[config.mk]
export PLATFORM = sky130hd
export DESIGN_NAME = burst_fetch
export DESIGN_NICKNAME = d
export VERILOG_FILES = /design/src/rtl/fetch_pkg.sv /design/src/rtl/fetch_predecode.sv /design/src/rtl/fetch_beat_ctr.sv /design/src/rtl/burst_fetch.sv
export SDC_FILE = /design/constraint.sdc
export NUM_CORES = 1
export LEC_CHECK = 0
export ABC_CLOCK_PERIOD_IN_PS = 2400
export BUFFER_PORTS_ARGS = -buffer_cell sky130_fd_sc_hd__buf_2
export CORE_MARGIN = 2
export CORE_UTILIZATION = 48
export DETAILED_ROUTE_END_ITERATION = 10
export PLACE_DENSITY = 0.86
export SLEW_MARGIN = 15
export SYNTH_ARGS = -nofsm -noshare
export SYNTH_HDL_FRONTEND = slang
export SYNTH_SLANG_ARGS = --single-unit
[constraint.sdc]
create_clock -name clk_i -period 2.4 [get_ports clk_i]
set_input_delay 0.48 -clock clk_i [delete_from_list [all_inputs] [get_ports clk_i]]
set_output_delay 0.48 -clock clk_i [all_outputs]
set_load 0.005 [all_outputs]
[src/rtl/fetch_pkg.sv]
package fetch_pkg;
  typedef enum logic [1:0] {
    ST_GAP   = 2'd0,
    ST_BUS   = 2'd1,
    ST_WAIT  = 2'd2,
    ST_SLEEP = 2'd3
  } fetch_state_e;

  localparam logic [5:0] OP_JUMP = 6'h00;
  localparam logic [5:0] OP_BF   = 6'h03;
  localparam logic [5:0] OP_BNF  = 6'h04;
  localparam logic [5:0] OP_JR   = 6'h11;
  localparam logic [5:0] OP_JALR = 6'h12;

  localparam logic [2:0] CTI_INCR = 3'b010;
  localparam logic [2:0] CTI_END  = 3'b111;
  localparam logic [1:0] BTE_LIN  = 2'b00;
endpackage

[src/rtl/fetch_predecode.sv]
module fetch_predecode
  import fetch_pkg::*;
#(
  parameter int AW = 32
) (
  input  logic [31:0]   insn_i,
  input  logic [AW-1:0] pc_i,
  input  logic          flag_i,
  output logic          ends_i_o,
  output logic          sleep_o,
  output logic          indirect_o,
  output logic [AW-1:0] next_pc_o
);
  logic [5:0]    op;
  logic [AW-1:0] disp;
  logic          taken;

  assign op   = insn_i[31:26];
  assign disp = AW'({{(AW-28){insn_i[25]}}, insn_i[25:0], 2'b00});

  always_comb begin
    taken      = 1'b0;
    ends_i_o   = 1'b0;
    sleep_o    = 1'b0;
    indirect_o = 1'b0;
    unique case (op)
      OP_JUMP: begin
        ends_i_o = 1'b1;
        taken    = 1'b1;
        sleep_o  = (insn_i[25:0] == 26'd0);
      end
      OP_BF: begin
        ends_i_o = 1'b1;
        taken    = flag_i;
      end
      OP_BNF: begin
        ends_i_o = 1'b1;
        taken    = ~flag_i;
      end
      OP_JR, OP_JALR: begin
        ends_i_o   = 1'b1;
        indirect_o = 1'b1;
      end
      default: ;
    endcase
    next_pc_o = taken ? pc_i + disp : pc_i + AW'(4);
  end
endmodule

[src/rtl/fetch_beat_ctr.sv]
module fetch_beat_ctr #(
  parameter int BURST_LEN = 4
) (
  input  logic clk_i,
  input  logic rst_ni,
  input  logic clear_i,
  input  logic step_i,
  output logic last_o
);
  localparam int CW = (BURST_LEN > 1) ? $clog2(BURST_LEN) : 1;
  localparam logic [CW-1:0] LAST = CW'(BURST_LEN - 1);

  logic [CW-1:0] cnt_q;

  generate
    if (BURST_LEN == 1) begin : g_single
      assign last_o = 1'b1;
      always_ff @(posedge clk_i or negedge rst_ni) begin
        if (!rst_ni) cnt_q <= '0;
        else         cnt_q <= '0;
      end
    end else begin : g_multi
      assign last_o = (cnt_q == LAST);
      always_ff @(posedge clk_i or negedge rst_ni) begin
        if (!rst_ni)                cnt_q <= '0;
        else if (clear_i)           cnt_q <= '0;
        else if (step_i && !last_o) cnt_q <= cnt_q + 1'b1;
      end

      assert_cnt_range_R2: assert property (@(posedge clk_i) disable iff (!rst_ni)
        cnt_q <= LAST);
    end
  endgenerate
endmodule

[src/rtl/burst_fetch.sv]
module burst_fetch
  import fetch_pkg::*;
#(
  parameter int          BURST_LEN = 4,
  parameter logic [31:0] RESET_VEC = 32'h0000_0100,
  parameter logic [31:0] TICK_VEC  = 32'h0000_0500,
  parameter logic [31:0] EXT_VEC   = 32'h0000_0800
) (
  input  logic        clk_i,
  input  logic        rst_ni,
  input  logic        stall_i,
  input  logic        flush_i,
  input  logic [31:0] flush_pc_i,
  input  logic        flag_i,
  input  logic        tick_irq_i,
  input  logic        ext_irq_i,
  output logic        wb_cyc_o,
  output logic        wb_stb_o,
  output logic [2:0]  wb_cti_o,
  output logic [1:0]  wb_bte_o,
  output logic [31:0] wb_adr_o,
  input  logic        wb_ack_i,
  input  logic [31:0] wb_dat_i,
  output logic [31:0] insn_o,
  output logic [31:0] pc_o,
  output logic        insn_valid_o
);
  fetch_state_e state_q, state_d;
  logic [31:0]  pc_q, pc_d;
  logic         beat_done, last_beat;
  logic         pd_ends, pd_sleep, pd_ind;
  logic [31:0]  pd_next;

  assign wb_cyc_o  = (state_q == ST_BUS);
  assign wb_stb_o  = wb_cyc_o & ~stall_i;
  assign wb_adr_o  = pc_q;
  assign wb_bte_o  = BTE_LIN;
  assign wb_cti_o  = last_beat ? CTI_END : CTI_INCR;
  assign beat_done = wb_stb_o & wb_ack_i & ~flush_i;

  fetch_predecode #(.AW(32)) u_pd (
    .insn_i    (wb_dat_i),
    .pc_i      (pc_q),
    .flag_i    (flag_i),
    .ends_i_o  (pd_ends),
    .sleep_o   (pd_sleep),
    .indirect_o(pd_ind),
    .next_pc_o (pd_next)
  );

  fetch_beat_ctr #(.BURST_LEN(BURST_LEN)) u_ctr (
    .clk_i  (clk_i),
    .rst_ni (rst_ni),
    .clear_i(state_q != ST_BUS),
    .step_i (beat_done),
    .last_o (last_beat)
  );

  always_comb begin
    state_d = state_q;
    pc_d    = pc_q;
    if (flush_i) begin
      state_d = ST_GAP;
      pc_d    = flush_pc_i;
    end else begin
      unique case (state_q)
        ST_GAP: state_d = ST_BUS;
        ST_BUS: if (beat_done) begin
          pc_d = pd_next;
          if (pd_sleep)                   state_d = ST_SLEEP;
          else if (pd_ind)                state_d = ST_WAIT;
          else if (pd_ends || last_beat)  state_d = ST_GAP;
        end
        ST_SLEEP: begin
          if (tick_irq_i) begin
            state_d = ST_GAP;
            pc_d    = TICK_VEC;
          end else if (ext_irq_i) begin
            state_d = ST_GAP;
            pc_d    = EXT_VEC;
          end
        end
        default: ;
      endcase
    end
  end

  always_ff @(posedge clk_i or negedge rst_ni) begin
    if (!rst_ni) begin
      state_q <= ST_GAP;
      pc_q    <= RESET_VEC;
    end else begin
      state_q <= state_d;
      pc_q    <= pc_d;
    end
  end

  always_ff @(posedge clk_i or negedge rst_ni) begin
    if (!rst_ni) begin
      insn_valid_o <= 1'b0;
      insn_o       <= '0;
      pc_o         <= '0;
    end else if (flush_i) begin
      insn_valid_o <= 1'b0;
    end else if (beat_done) begin
      insn_valid_o <= 1'b1;
      insn_o       <= wb_dat_i;
      pc_o         <= pc_q;
    end else if (!stall_i) begin
      insn_valid_o <= 1'b0;
    end
  end

  assert_branch_stop_R3: assert property (@(posedge clk_i) disable iff (!rst_ni)
    (beat_done && pd_ends) |=> !wb_cyc_o);
  assert_end_gap_R4: assert property (@(posedge clk_i) disable iff (!rst_ni)
    (beat_done && wb_cti_o == CTI_END) |=> !wb_cyc_o);
  assert_sleep_quiet_R7: assert property (@(posedge clk_i) disable iff (!rst_ni)
    (state_q == ST_SLEEP && !tick_irq_i && !ext_irq_i && !flush_i) |=> (state_q == ST_SLEEP && !wb_cyc_o));
  assert_stall_hold_R9: assert property (@(posedge clk_i) disable iff (!rst_ni)
    (stall_i && !flush_i) |=> ($stable(insn_o) && $stable(pc_o) && $stable(insn_valid_o)));
  assert_flush_drop_R10: assert property (@(posedge clk_i) disable iff (!rst_ni)
    flush_i |=> (!insn_valid_o && !wb_cyc_o));
endmodule

* Yosys cells after proc, flatten, opt, wreduce, memory -nomap -nowiden
Cells that the tools add are included.
W data, S select, Z words.
** Word-level totals
- Bits in read-only memories :: 0
- Memories :: 0
- Register bits :: 101
- Word-level logic and storage cells :: 65
- Memory bits (writable) :: 0
- Latch bits :: 0
- Input port bits :: 72
** Cells by class
- Multiply operators :: 0
- Magnitude comparators :: 0
- Add/subtract/negate cells :: 3
- Reduce and logical (&&, ||, !) cells :: 14
- Eq/ne operators :: 12
- Multiplexer cells :: 24
- Divide/modulo/power cells :: 0
- Bitwise gates (word level) :: 6
- Shifts and indexed selects :: 0
** Operators with widths (count)
- $mux W32 :: 5
- $pmux W32 S2 :: 1
- $add A32 B3 Y32 const B :: 1
- $add A32 B32 Y32 :: 1
- $logic_not A26 Y1 :: 1
- $mux W2 :: 9
- $eq A6 B5 Y1 const B :: 2
- $eq A6 B2 Y1 const B :: 1
- $eq A6 B3 Y1 const B :: 1
- $logic_not A6 Y1 :: 1
- $mux W1 :: 6
- $pmux W2 S3 :: 1
- $ne A5 B2 Y1 const B :: 1
- $reduce_or A5 Y1 :: 1
- $eq A2 B2 Y1 const B :: 2
- $ne A4 B4 Y1 const B :: 1
- $reduce_and A4 Y1 :: 1
- $reduce_bool A4 Y1 :: 1
- $and A1 B1 Y1 :: 3
- $mux W3 :: 1
- $ne A3 B1 Y1 const B :: 1
- $ne A3 B2 Y1 const B :: 1
- $not A1 Y1 :: 3
- $pmux W1 S3 :: 1
- other kinds (12) :: 12

* Longest topological paths before layout
Gate-level depths: netlist of run 1.
- Depth after elaboration :: 10
- Mapped depth :: 15
- Mapped depth without buffers :: 15

* Hierarchy
A second synthesis of run 1 with hierarchy kept.
** Second synthesis, totals
- Cells, all modules :: 627
- Area, all modules :: 6500.0 um^2
** Modules (own cells, without submodules)
- burst_fetch :: cells an instance 315, area an instance 4269.1 um^2, times used 1
- fetch_predecode :: cells an instance 302, area an instance 2107.0 um^2, times used 1
- fetch_beat_ctr :: cells an instance 10, area an instance 123.9 um^2, times used 1

* Worst setup path before layout of run 1
Ideal clock, no wire load.
- Path type :: input to register
- Start :: in wb_dat_i[27]
- End :: reg pc_q[21], in the netlist wb_adr_o[21]
- Library setup time :: 0.123 ns
- Path slack :: -1.204 ns
- Stages :: 14
- Arrival time :: 3.481 ns
- Path through :: or2_2 > a21o_1 > a21oi_1 > clkbuf_1 > and2_1 > ha_1 > or2_4 > and3_1 > a221oi_4 > o21ai_1 > a211o_2 > xor2_1 > a221oi_2 > nor2_1
** Between the ends
- Longest elaborated chain between the ends :: 6
** RTL lines
- start, declared :: RTL line burst_fetch.sv:23 : input logic [31:0] wb_dat_i,
- $eq A6 B3 Y1, or another cell as far along :: RTL line fetch_predecode.sv:26 : unique case (op)
- $pmux W1 S3 * :: RTL line fetch_predecode.sv:26
- $mux W32 * :: RTL line fetch_predecode.sv:46 : next_pc_o = taken ? pc_i + disp : pc_i + AW'(4);
- $mux W32 * :: RTL line burst_fetch.sv:68 : ST_BUS: if (beat_done) begin
- $pmux W32 S2 * :: RTL line burst_fetch.sv:66 : unique case (state_q)
- $mux W32 * :: RTL line burst_fetch.sv:62 : if (flush_i) begin
- end signal, assigned :: RTL line burst_fetch.sv:94 : pc_q <= pc_d;
- end, declared :: RTL line burst_fetch.sv:29 : logic [31:0] pc_q, pc_d;
Every way passes the cells marked *; elsewhere a longest branch is shown, timed or not. The select of a mux whose other input is x is not followed.
A chain may end at the register's enable or synchronous reset.

* Worst setup path after layout of run 1
- Start :: in wb_dat_i[27]
- End :: reg pc_q[31], in the netlist wb_adr_o[31]
The elaborated chain is that of the path after synthesis.

==> results_dict.tcl, run 1 <==
set metrics [dict create \
    rows 40 \
    die-area_um2 13500 \
    synth_area_per_cell_um2 10.2 \
    design_area_um2 9530 \
    grt_max_degree 57 \
    yosysUniqueCellTypes 66 \
    grtUsageTotal_pct 32.5 \
    cts_buffers 9 \
    vias 6671 \
    yosys.area_share.adder_pct 6.98 \
    final_nets 1009 \
    multi_input_area_um2 4200 \
    floorplan.initialDensity_pct 49.7 \
    antenna_found_initial 0 \
    end_kind "register" \
    synth-xor-area-share_pct 3.63 \
    ys.flop_type "dfrtp_1" \
    swShare_pct 38.6 \
    r2r_slack_ns -0.34 \
    clk_path_buf_depth 2 \
    gp_congestion 0.932 \
    timing_worst_setup_path_type "input port to register" \
    p_total_w 0.00952 \
    area_delta_synth_final_pct 58.2 \
    synthSimpleGateAreaFrac_pct 13.5 \
    die_y_um 116 \
    max_freq_mhz 294 \
    crit_fanout 7 \
    cp_cell_sequence "buf_6 > or2_4 > a21o_1 > a21oi_4 > buf_12 > buf_8 > and2_4 > ha_4 > or2_4 > and3_4 > a221oi_4 > buf_6 > o2111ai_4 > nand2_2 > xor2_2 > a21o_1 > a221o_1" \
    grt-ovfl-total 0 \
    layout.core_utilization_pct 78.7 \
    relSlewSlack_pct 62.8 \
    core_um2 12100 \
    comb_power_share_pct 52.5 \
    drc 0 \
    skew_ns 0.0146 \
    synth_compound_area_share_pct 18.0 \
    diodes 0 \
    synth_top_family_by_area "compound AO/OA/AOI/OAI gates" \
    arrival_ns 3.66 \
    p_leak_nw 4.55 \
    cts_tree "built" \
    wirelength_um 25000 \
    required_ns 2.66 \
    ys_warn_count 0 \
    setup_slack_ns -1.00 \
    async_flop_share_pct 100 \
    via_per_inst 6.19 \
    root_buffer "clkbuf_16" \
    synth-seq-cells 101 \
    dp_hpwl_um 14500 \
    tightest_slew_ns 0.553 \
    internal_power_w 0.00585 \
    first_pass_iters 6 \
    period_minus_slack_ns 3.40 \
    ant_nets 0 \
    cts.sinks 101 \
    pwr-share-seq_pct 32.0 \
    postPlaceCellArea_um2 8300 \
    setup_viol 30 \
    syn_area_um2 6020 \
    wl_per_cell_um 23.2 \
    layout_commonest_cell "buf_2" \
    grt_pass1_vias 6495 \
    layout_common_cells "buf_2 (168), buf_4 (143), dfrtp_1 (100), mux2_2 (65), nor2_1 (40)" \
    cp_slowest_cell "a221oi_4" \
    final-seq-area_um2 2530 \
    cts-htree-levels 3 \
    synthCells 592 \
    ir_worst_vdd_mv 0.675 \
    boundaryPins 176 \
    grt_setup_unrepaired "true" \
    hold_class "input port to register" \
    max_stage_delay_ns 0.30 \
    drtIter0Drc 777 \
    max-cap-violations 0 \
    power_density_nw_per_um2 999 \
    num-fill-cells 713 \
    finalMaxSlewViolations 0 \
    violations "negative setup slack" \
    io_buffers 172 \
    period_share_pct 142 \
    synthMuxAreaShare_pct 12.6 \
    synth_edf_count 0 \
    finalHoldViolCount 0 \
    seq_area_frac_synth_pct 42.0 \
    drive_gt1_share_pct 59.5 \
    status "finished, violations left" \
    grt_pass1_wl_um 33600 \
    startpoint_type "input port" \
    die_w_um 116 \
    clkSlewWorstSetupHoldPaths_ns 0.07 \
    pwr-share-clk_pct 15.6 \
    switching_power_w 0.00367 \
    clk_latency_ns 0.37 \
]
==> layout make-up <==
class	count	share of cell area (%)
timing repair buffer	338	24.0
clock inverter	5	0.551
tap	168	2.21
sequential	101	26.5
inverter	7	0.302
multi-input combinational	447	44.0
clock buffer	11	2.44
==> sequential cells by signal, indices dropped and copies added (netlist names) <==
name and cells:
pc_o 32, insn_valid_o 1, state_q 2, wb_adr_o 32
u_ctr.cnt_q 2, insn_o 32
==> power groups by stage <==
| stage | clock [W] | combinational [W] | sequential, W |
|---|---|---|---|
| after detailed placement | 0 | 0.00405 | 0.00298 |
| final | 0.00148 | 0.00500 | 0.00305 |
| after floorplan | 0 | 0.00188 | 0.00302 |
| after CTS | 0.00148 | 0.00429 | 0.00298 |
| after global placement | 0 | 0.00392 | 0.00293 |
| after global routing | 0.00155 | 0.00528 | 0.00312 |
==> what timing repair did <==
item | 4_1_cts | 5_1_grt
gates cloned | 1 | 0
resized for setup | 83 | 79
hold buffers | 1 | 0
endpoints found under the setup margin | 27 | 29
pin swaps | 41 | 61
endpoints found under the hold margin | 11 | 0
setup buffers | 7 | 14
==> logic make-up (layout without fill, tap and decap cells) <==
| kind of cell | count (synthesis) | after routing |
|---|---|---|
| other | 2 | 3 |
| DFF | 101 | 101 |
| AOI/OAI and AO/OA | 160 | 160 |
| adders and majority gates | 33 | 33 |
| xor gates and xnor gates | 25 | 25 |
| muxes | 68 | 68 |
| buffers and inverters | 45 | 361 |
| and+or+nand+nor | 158 | 158 |
==> worst paths after layout <==
| path | startpoint | cells past startpoint | endpoint |
|---|---|---|---|
| worst min-delay path | flush_pc_i[0] | 3 | wb_adr_o[0]$_DFFE_PN0P_ |
| worst max-delay path | wb_dat_i[27] | 17 | wb_adr_o[31]$_DFFE_PN0P_ |
| max in group asynchronous | rst_ni | 3 | insn_o[23]$_DFFE_PN0P_ |
| min in group asynchronous | rst_ni | 2 | pc_o[14]$_DFFE_PN0P_ |
| worst max register to register | wb_adr_o[8]$_DFFE_PN1P_ | 10 | wb_adr_o[31]$_DFFE_PN0P_ |
| worst min register to register | insn_o[19]$_DFFE_PN0P_ | 1 | insn_o[19]$_DFFE_PN0P_ |
==> per-layer routing <==
layer / vias to the layer above / part of all wire, % / track usage [%] / routed length (um)
li1: 2772 / - / - / -
met2: 531 / 46 / 55.4 / 11500
met5: - / 0 / 0 / 0
met4: 0 / 6.8 / 13.7 / 1700
met3: 155 / 10 / 8.21 / 2530
met1: 3213 / 37 / 39.3 / 9230
==> worst max-delay path, delay by kind of cell <==
family / cells / cell delay (ns)
adders and majority gates: 1 / 0.20
AOI/OAI and AO/OA: 6 / 1.30
buffers and inverters: 4 / 0.57
xor gates and xnor gates: 1 / 0.10
and+or+nand+nor: 5 / 1.01
==> metrics by stage <==
step / cells / worst slack (ns) / TNS [ns] / hold WS, ns
floorplan: 593 / -0.884 / -15.73 / 0.184
global placement: 1041 / -1.08 / -23.94 / 0.339
detailed placement: 1041 / -1.20 / -26.22 / 0.339
CTS: 1065 / -0.724 / -13.04 / 0.337
global route: 1077 / -1.06 / -21.02 / 0.368
finish: 1077 / -1.00 / -19.83 / 0.340
==> cell usage after synthesis (2+ instances only) <==
cell type	n	area (um2)
dfrtp_1	100	2500
mux2_2	65	732
nor2_1	42	158
a21oi_1	35	175
o21ai_0	35	175
nand2_1	34	128
ha_1	32	400
clkbuf_1	27	101
and2_1	26	163
a21o_1	23	173
xor2_1	15	131
a22oi_1	11	82.6
xnor2_1	10	87.6
nand2b_1	9	56.3
nor2b_1	9	56.3
a211oi_1	8	60.1
a31oi_1	8	50.1
nor4_1	8	50.1
a221oi_1	7	61.3
inv_1	7	26.3
buf_1	5	18.8
buf_4	5	37.5
nand4_1	5	31.3
nor3_1	5	25.0
or3_1	4	25.0
mux2i_1	3	30.0
o21a_1	3	22.5
o21ai_1	3	15.0
a2111oi_0	2	17.5
a211o_1	2	17.5
a32oi_1	2	17.5
and3_1	2	12.5
conb_1	2	7.51
nand3_1	2	10.0
nand3b_1	2	15.0
nor4b_1	2	17.5
o21bai_1	2	15.0
or2_2	2	12.5
(Power assumes the default switching activity.)
==> run 2: changes to the inputs <==
- ABC_CLOCK_PERIOD_IN_PS: 2400 -> 3400
- CORE_UTILIZATION: 48 -> 53
- PLACE_DENSITY: 0.86 -> 0.89
- clock period: 2.4 -> 3.4 ns (I/O delays scaled with it)
==> run 2 against run 1 <==
The run still ends with negative setup slack left. Wire length down 24%. Sequential share of layout area grew 3.8 points. Critical path type unchanged. Sequential power shrank 29%. Largest cell class unchanged. Core utilization down 2.8 points. Largest power group unchanged.
==> results_dict.tcl, run 2 (synthesis gave the netlist of run 1 again) <==
set metrics [dict create \
    status "finished, violations left" \
    violations "negative setup slack" \
    dp.cells 953 \
    vias 5822 \
    fin_cells 975 \
    cts_buffers 9 \
    ant_nets 0 \
    skew_ns 0.00903 \
    arrival_ns 3.75 \
    holdBufCountCts 0 \
    setup_viol 5 \
    timing.rr.end "wb_adr_o[31]$_DFFE_PN0P_" \
    p_leak_nw 4.07 \
    setup_tns_ns -0.173 \
    timing_worst_setup_path_type "input port to register" \
    period_share_pct 103 \
    reg2regPathDepth 10 \
    grtUsageTotal_pct 29.7 \
    die-area_um2 12200 \
    cts_tree "built" \
    r2r_slack_ns 0.68 \
    setup_slack_ns -0.107 \
    period_minus_slack_ns 3.51 \
    finalHoldViolCount 0 \
    hold_class "input port to asynchronous set/reset pin" \
    drtIter0Drc 483 \
    grt_pass1_vias 5873 \
    layout_commonest_cell "buf_2" \
    final_nets 935 \
    core_um2 11000 \
    path_buf_inv 4 \
    startpoint_type "input port" \
    crit_fanout 6 \
    max_stage_delay_ns 0.30 \
    via_per_inst 5.97 \
    die_w_um 111 \
    end_kind "register" \
    first_pass_iters 5 \
    clk_path_buf_depth 2 \
    finalMaxSlewViolations 0 \
    cts-htree-levels 3 \
    cp_top_family "compound AO/OA/AOI/OAI gates" \
    drive_gt1_share_pct 49.0 \
    die_y_um 111 \
    max-cap-violations 0 \
    ir_worst_vdd_mv 0.518 \
    cts.sinks 101 \
    antenna_found_initial 0 \
    floorplan.initialDensity_pct 54.9 \
    dp_slack_ns -0.483 \
    layout.core_utilization_pct 75.9 \
    clkSlewWorstSetupHoldPaths_ns 0.06 \
    boundaryPins 176 \
    cp_cell_sequence "buf_2 > or2_4 > a21o_1 > a21oi_4 > buf_12 > buf_8 > and2_4 > ha_4 > or2_4 > and3_4 > a221oi_4 > buf_4 > o2111ai_1 > nand2_1 > xor2_2 > a21o_1 > a221o_1" \
    layout_common_cells "buf_2 (170), dfrtp_1 (100), buf_4 (87), mux2_2 (65), nor2_1 (40)" \
    reg2reg_from "wb_adr_o[8]$_DFFE_PN1P_" \
    max_freq_mhz 285 \
    diodes 0 \
    grt-ovfl-total 0 \
    rows 38 \
    gp_congestion 0.952 \
    required_ns 3.64 \
    dp_hpwl_um 13800 \
    drc 0 \
    area_delta_synth_final_pct 38.4 \
    grt_max_degree 86 \
    tightest_slew_ns 0.783 \
    root_buffer "clkbuf_16" \
    io_buffers 172 \
    wl_per_cell_um 19.5 \
    grt_pass1_wl_um 29500 \
    clk_latency_ns 0.36 \
    power_density_nw_per_um2 715 \
    grt_setup_unrepaired "true" \
    wirelength_um 19000 \
    cp_slowest_cell "a221oi_4" \
    relSlewSlack_pct 47.8 \
]
==> run 2: changes by cell type in the layout (fill, tap and decap cells not counted), moves of 7 or more <==
cell	before	now
ha_4	18	11
a21oi_2	14	5
buf_6	18	3
o21ai_1	21	11
buf_4	143	87
a21oi_1	18	28
ha_1	13	21
o21ai_0	7	25
==> run 2: worst max-delay path by stage <==
stage	from	cells after the start	to	slack [ns]
floorplan	wb_dat_i[27]	14	wb_adr_o[23]$_DFFE_PN0P_	-0.08
global placement	wb_dat_i[27]	16	wb_adr_o[24]$_DFFE_PN0P_	-0.34
detailed placement	wb_dat_i[27]	16	wb_adr_o[24]$_DFFE_PN0P_	-0.48
CTS	wb_dat_i[27]	16	wb_adr_o[31]$_DFFE_PN0P_	0.002
global route	wb_dat_i[27]	17	wb_adr_o[31]$_DFFE_PN0P_	-0.21
finish	wb_dat_i[27]	17	wb_adr_o[31]$_DFFE_PN0P_	-0.11
==> run 2: final cells by class <==
class | count | area (um2)
Multi-Input combinational cell | 447 | 3680
Fill cell | 732 | 2650
Sequential cell | 101 | 2530
Timing Repair Buffer | 264 | 1620
Clock buffer | 13 | 270
Tap cell | 140 | 175
Clock inverter | 3 | 42.5
Inverter | 7 | 26.3
==> run 2: timing repair <==
item                                    in CTS  in global routing
gates cloned                                 0                  1
resized for setup                            2                 55
buffers inserted                             0                  5
endpoints found under the setup margin       4                 17
pin swaps                                    0                 33
==> run 2: worst reg2reg max path: cells and delay by family, from the launching register on <==
family	cells	cell delay, ns
AO/OA/AOI/OAI	6	1.37
flip-flops	1	0.59
adder cells (fa/ha/maj)	1	0.23
AND/OR/NAND/NOR	1	0.17
buffers and inverters	1	0.16
XOR/XNOR	1	0.09
==> run 2: report_power, final <==
part	internal (W)	switching, W	leakage (nW)	total, W
Combinational	0.00144	0.00127	2.71	0.00271
Sequential	0.00174	0.000422	1.22	0.00216
Clock	0.000630	0.000458	0.152	0.00109
Total	0.00381	0.00215	4.07	0.00596
==> run 2: stage by stage <==
step           hold slack (ns)  power (W)  cell area (um2)
6_report                 0.384    0.00596             8340
5_1_grt                  0.452    0.00630             8340
4_1_cts                  0.504    0.00578             8000
3_5_place_dp             0.490    0.00468             7670
3_3_place_gp             0.484    0.00455             7670
2_1_floorplan            0.384    0.00341             6140
==> run 2: metal layers <==
metal	up-vias	wire length, um	global-route usage, %
li1	2639	-	-
met1	2827	7900	38.3
met2	304	9300	50.1
met3	52	1240	5.10
met4	0	595	11.6
met5	-	0	0
==> run 3: changes to the inputs <==
- PLACE_DENSITY: 0.89 -> 0.91
==> run 3 against run 2 <==
The run still ends with negative setup slack left. Sequential power about the same. Clock skew down 0.0021 ns. Clock power down 8%. Fmax up 1.3%. Wire length up 2.1%. Die area unchanged. First-iteration DRC count down 9.1%.
==> results_dict.tcl, run 3 (synthesis gave the netlist of run 1 again) <==
set metrics [dict create \
    cts.sinks 101 \
    clkSlewWorstSetupHoldPaths_ns 0.07 \
    via_per_inst 5.99 \
    cp_slowest_cell "a221oi_4" \
    finalHoldViolCount 0 \
    dp_slack_ns -0.413 \
    timing_worst_setup_path_type "input port to register" \
    startpoint_type "input port" \
    floorplan.initialDensity_pct 54.9 \
    root_buffer "clkbuf_16" \
    grt_setup_unrepaired "true" \
    r2r_slack_ns 0.73 \
    p_leak_nw 4.05 \
    cts-htree-levels 3 \
    antenna_found_initial 0 \
    wirelength_um 19400 \
    max_stage_delay_ns 0.41 \
    gp_congestion 0.962 \
    hold_class "input port to asynchronous set/reset pin" \
    timing.rr.end "wb_adr_o[27]$_DFFE_PN0P_" \
    max-cap-violations 0 \
    die_y_um 111 \
    required_ns 3.64 \
    core_um2 11000 \
    rows 38 \
    vias 5843 \
    status "finished, violations left" \
    first_pass_iters 5 \
    period_share_pct 102 \
    drtIter0Drc 439 \
    area_delta_synth_final_pct 38.1 \
    grt_max_degree 55 \
    power_density_nw_per_um2 705 \
    critPathLaunch "wb_dat_i[27]" \
    final_nets 935 \
    grt_pass1_wl_um 30400 \
    max_freq_mhz 289 \
    violations "negative setup slack" \
    ant_nets 0 \
    relSlewSlack_pct 39.8 \
    grt-ovfl-total 0 \
    clk_latency_ns 0.36 \
    grtUsageTotal_pct 30.7 \
    ir_worst_vdd_mv 0.535 \
    drc 0 \
    io_buffers 172 \
    dp_hpwl_um 14000 \
    die_w_um 111 \
    holdBufCountCts 0 \
    crit_fanout 7 \
    setup_viol 6 \
    cts_buffers 9 \
    setup_slack_ns -0.0612 \
    wl_per_cell_um 19.9 \
    crit_top_cell "buf_6" \
    clk_path_buf_depth 2 \
    layout_common_cells "buf_2 (169), dfrtp_1 (100), buf_4 (86), mux2_2 (65), nor2_1 (40)" \
    end_kind "register" \
    cp_cell_sequence "buf_6 > or2_4 > a21o_1 > a21oi_4 > buf_12 > and2_4 > ha_4 > and3_4 > a22o_4 > a221oi_4 > o21ai_2 > a211o_4 > buf_6 > a21oi_2 > xor2_1 > o21ai_1" \
    boundaryPins 176 \
    layout.core_utilization_pct 75.8 \
    layout_commonest_cell "buf_2" \
    tightest_slew_ns 0.902 \
    period_minus_slack_ns 3.46 \
    diodes 0 \
    finalMaxSlewViolations 0 \
    skew_ns 0.00693 \
    reg2regPathDepth 8 \
    crit_path_end "wb_adr_o[25]$_DFFE_PN0P_" \
    die-area_um2 12200 \
    grt_pass1_vias 6064 \
    cts_tree "built" \
    arrival_ns 3.70 \
    drive_gt1_share_pct 49.1 \
    reg2reg_from "state_q[0]$_DFFE_PN0P_" \
]
[run 3: cell types whose count changed in the layout (fill, tap and decap cells not counted), sizes merged]
cell | previous run | this run
bufinv | 1 | 0
clkbuf | 14 | 13
inv | 7 | 8
clkinvlp | 1 | 2
[run 3: power breakdown]
part | internal [W] | switching (W) | total, W
combinational | 0.00144 | 0.00126 | 0.00271
sequential | 0.00174 | 0.000423 | 0.00216
clock | 0.000522 | 0.000481 | 0.00100
total | 0.00370 | 0.00217 | 0.00587
[run 3: worst min path at each step]
stage                    startpoint                  endpoint  slack, ns  cells past startpoint
2_1_floorplan                rst_ni     insn_o[0]$_DFFE_PN0P_       0.38                      0
5_1_grt                      rst_ni      pc_o[10]$_DFFE_PN0P_       0.43                      1
3_3_place_gp   pc_o[13]$_DFFE_PN0P_      pc_o[13]$_DFFE_PN0P_       0.48                      1
3_5_place_dp    pc_o[1]$_DFFE_PN0P_       pc_o[1]$_DFFE_PN0P_       0.49                      1
4_1_cts                      rst_ni      pc_o[13]$_DFFE_PN0P_       0.38                      1
6_report                     rst_ni  wb_adr_o[10]$_DFFE_PN0P_       0.37                      1
[run 3: timing repair]
| action | in CTS | in global routing |
|---|---|---|
| gates cloned | 1 | 0 |
| hold endpoints to repair | 0 | 0 |
| endpoints found under the setup margin | 8 | 19 |
| resized for setup | 17 | 48 |
| pin swaps | 11 | 32 |
| buffers inserted | 2 | 5 |
[run 3: area by class of cell]
type                    count  area, um2
clock buffers              12        246
inverters                   7       26.3
clock inverters             4       32.5
fillers                   733       2660
well taps                 140        175
repair buffers            264       1630
multi-input cells         447       3680
flip-flops and latches    101       2530
[run 3: critical path: cells and delay by family]
family,cells,cell delay [ns]
xor+xnor,1,0.16
fa+ha+maj,1,0.20
compound gates,8,1.67
buf+inv,3,0.38
simple gates,3,0.59
[run 3: stage by stage]
step / cell area, um2 / total power [W] / setup TNS [ns] / std cells / hold slack (ns)
after detailed placement: 7670 / 0.00469 / -6.66 / 951 / 0.490
final: 8320 / 0.00587 / -0.185 / 975 / 0.366
after global placement: 7670 / 0.00454 / -4.42 / 951 / 0.483
after global routing: 8320 / 0.00619 / -0.771 / 975 / 0.434
after CTS: 8110 / 0.00576 / -0.00716 / 970 / 0.383
after floorplan: 6140 / 0.00341 / -0.323 / 593 / 0.384
[run 3: per-layer routing]
metal / routed length, um / track usage [%] / up-vias
met2: 9660 / 52.5 / 265
met3: 1130 / 5.27 / 70
li1: - / - / 2637
met1: 7840 / 37.1 / 2871
met5: 0 / 0 / -
met4: 795 / 16.3 / 0
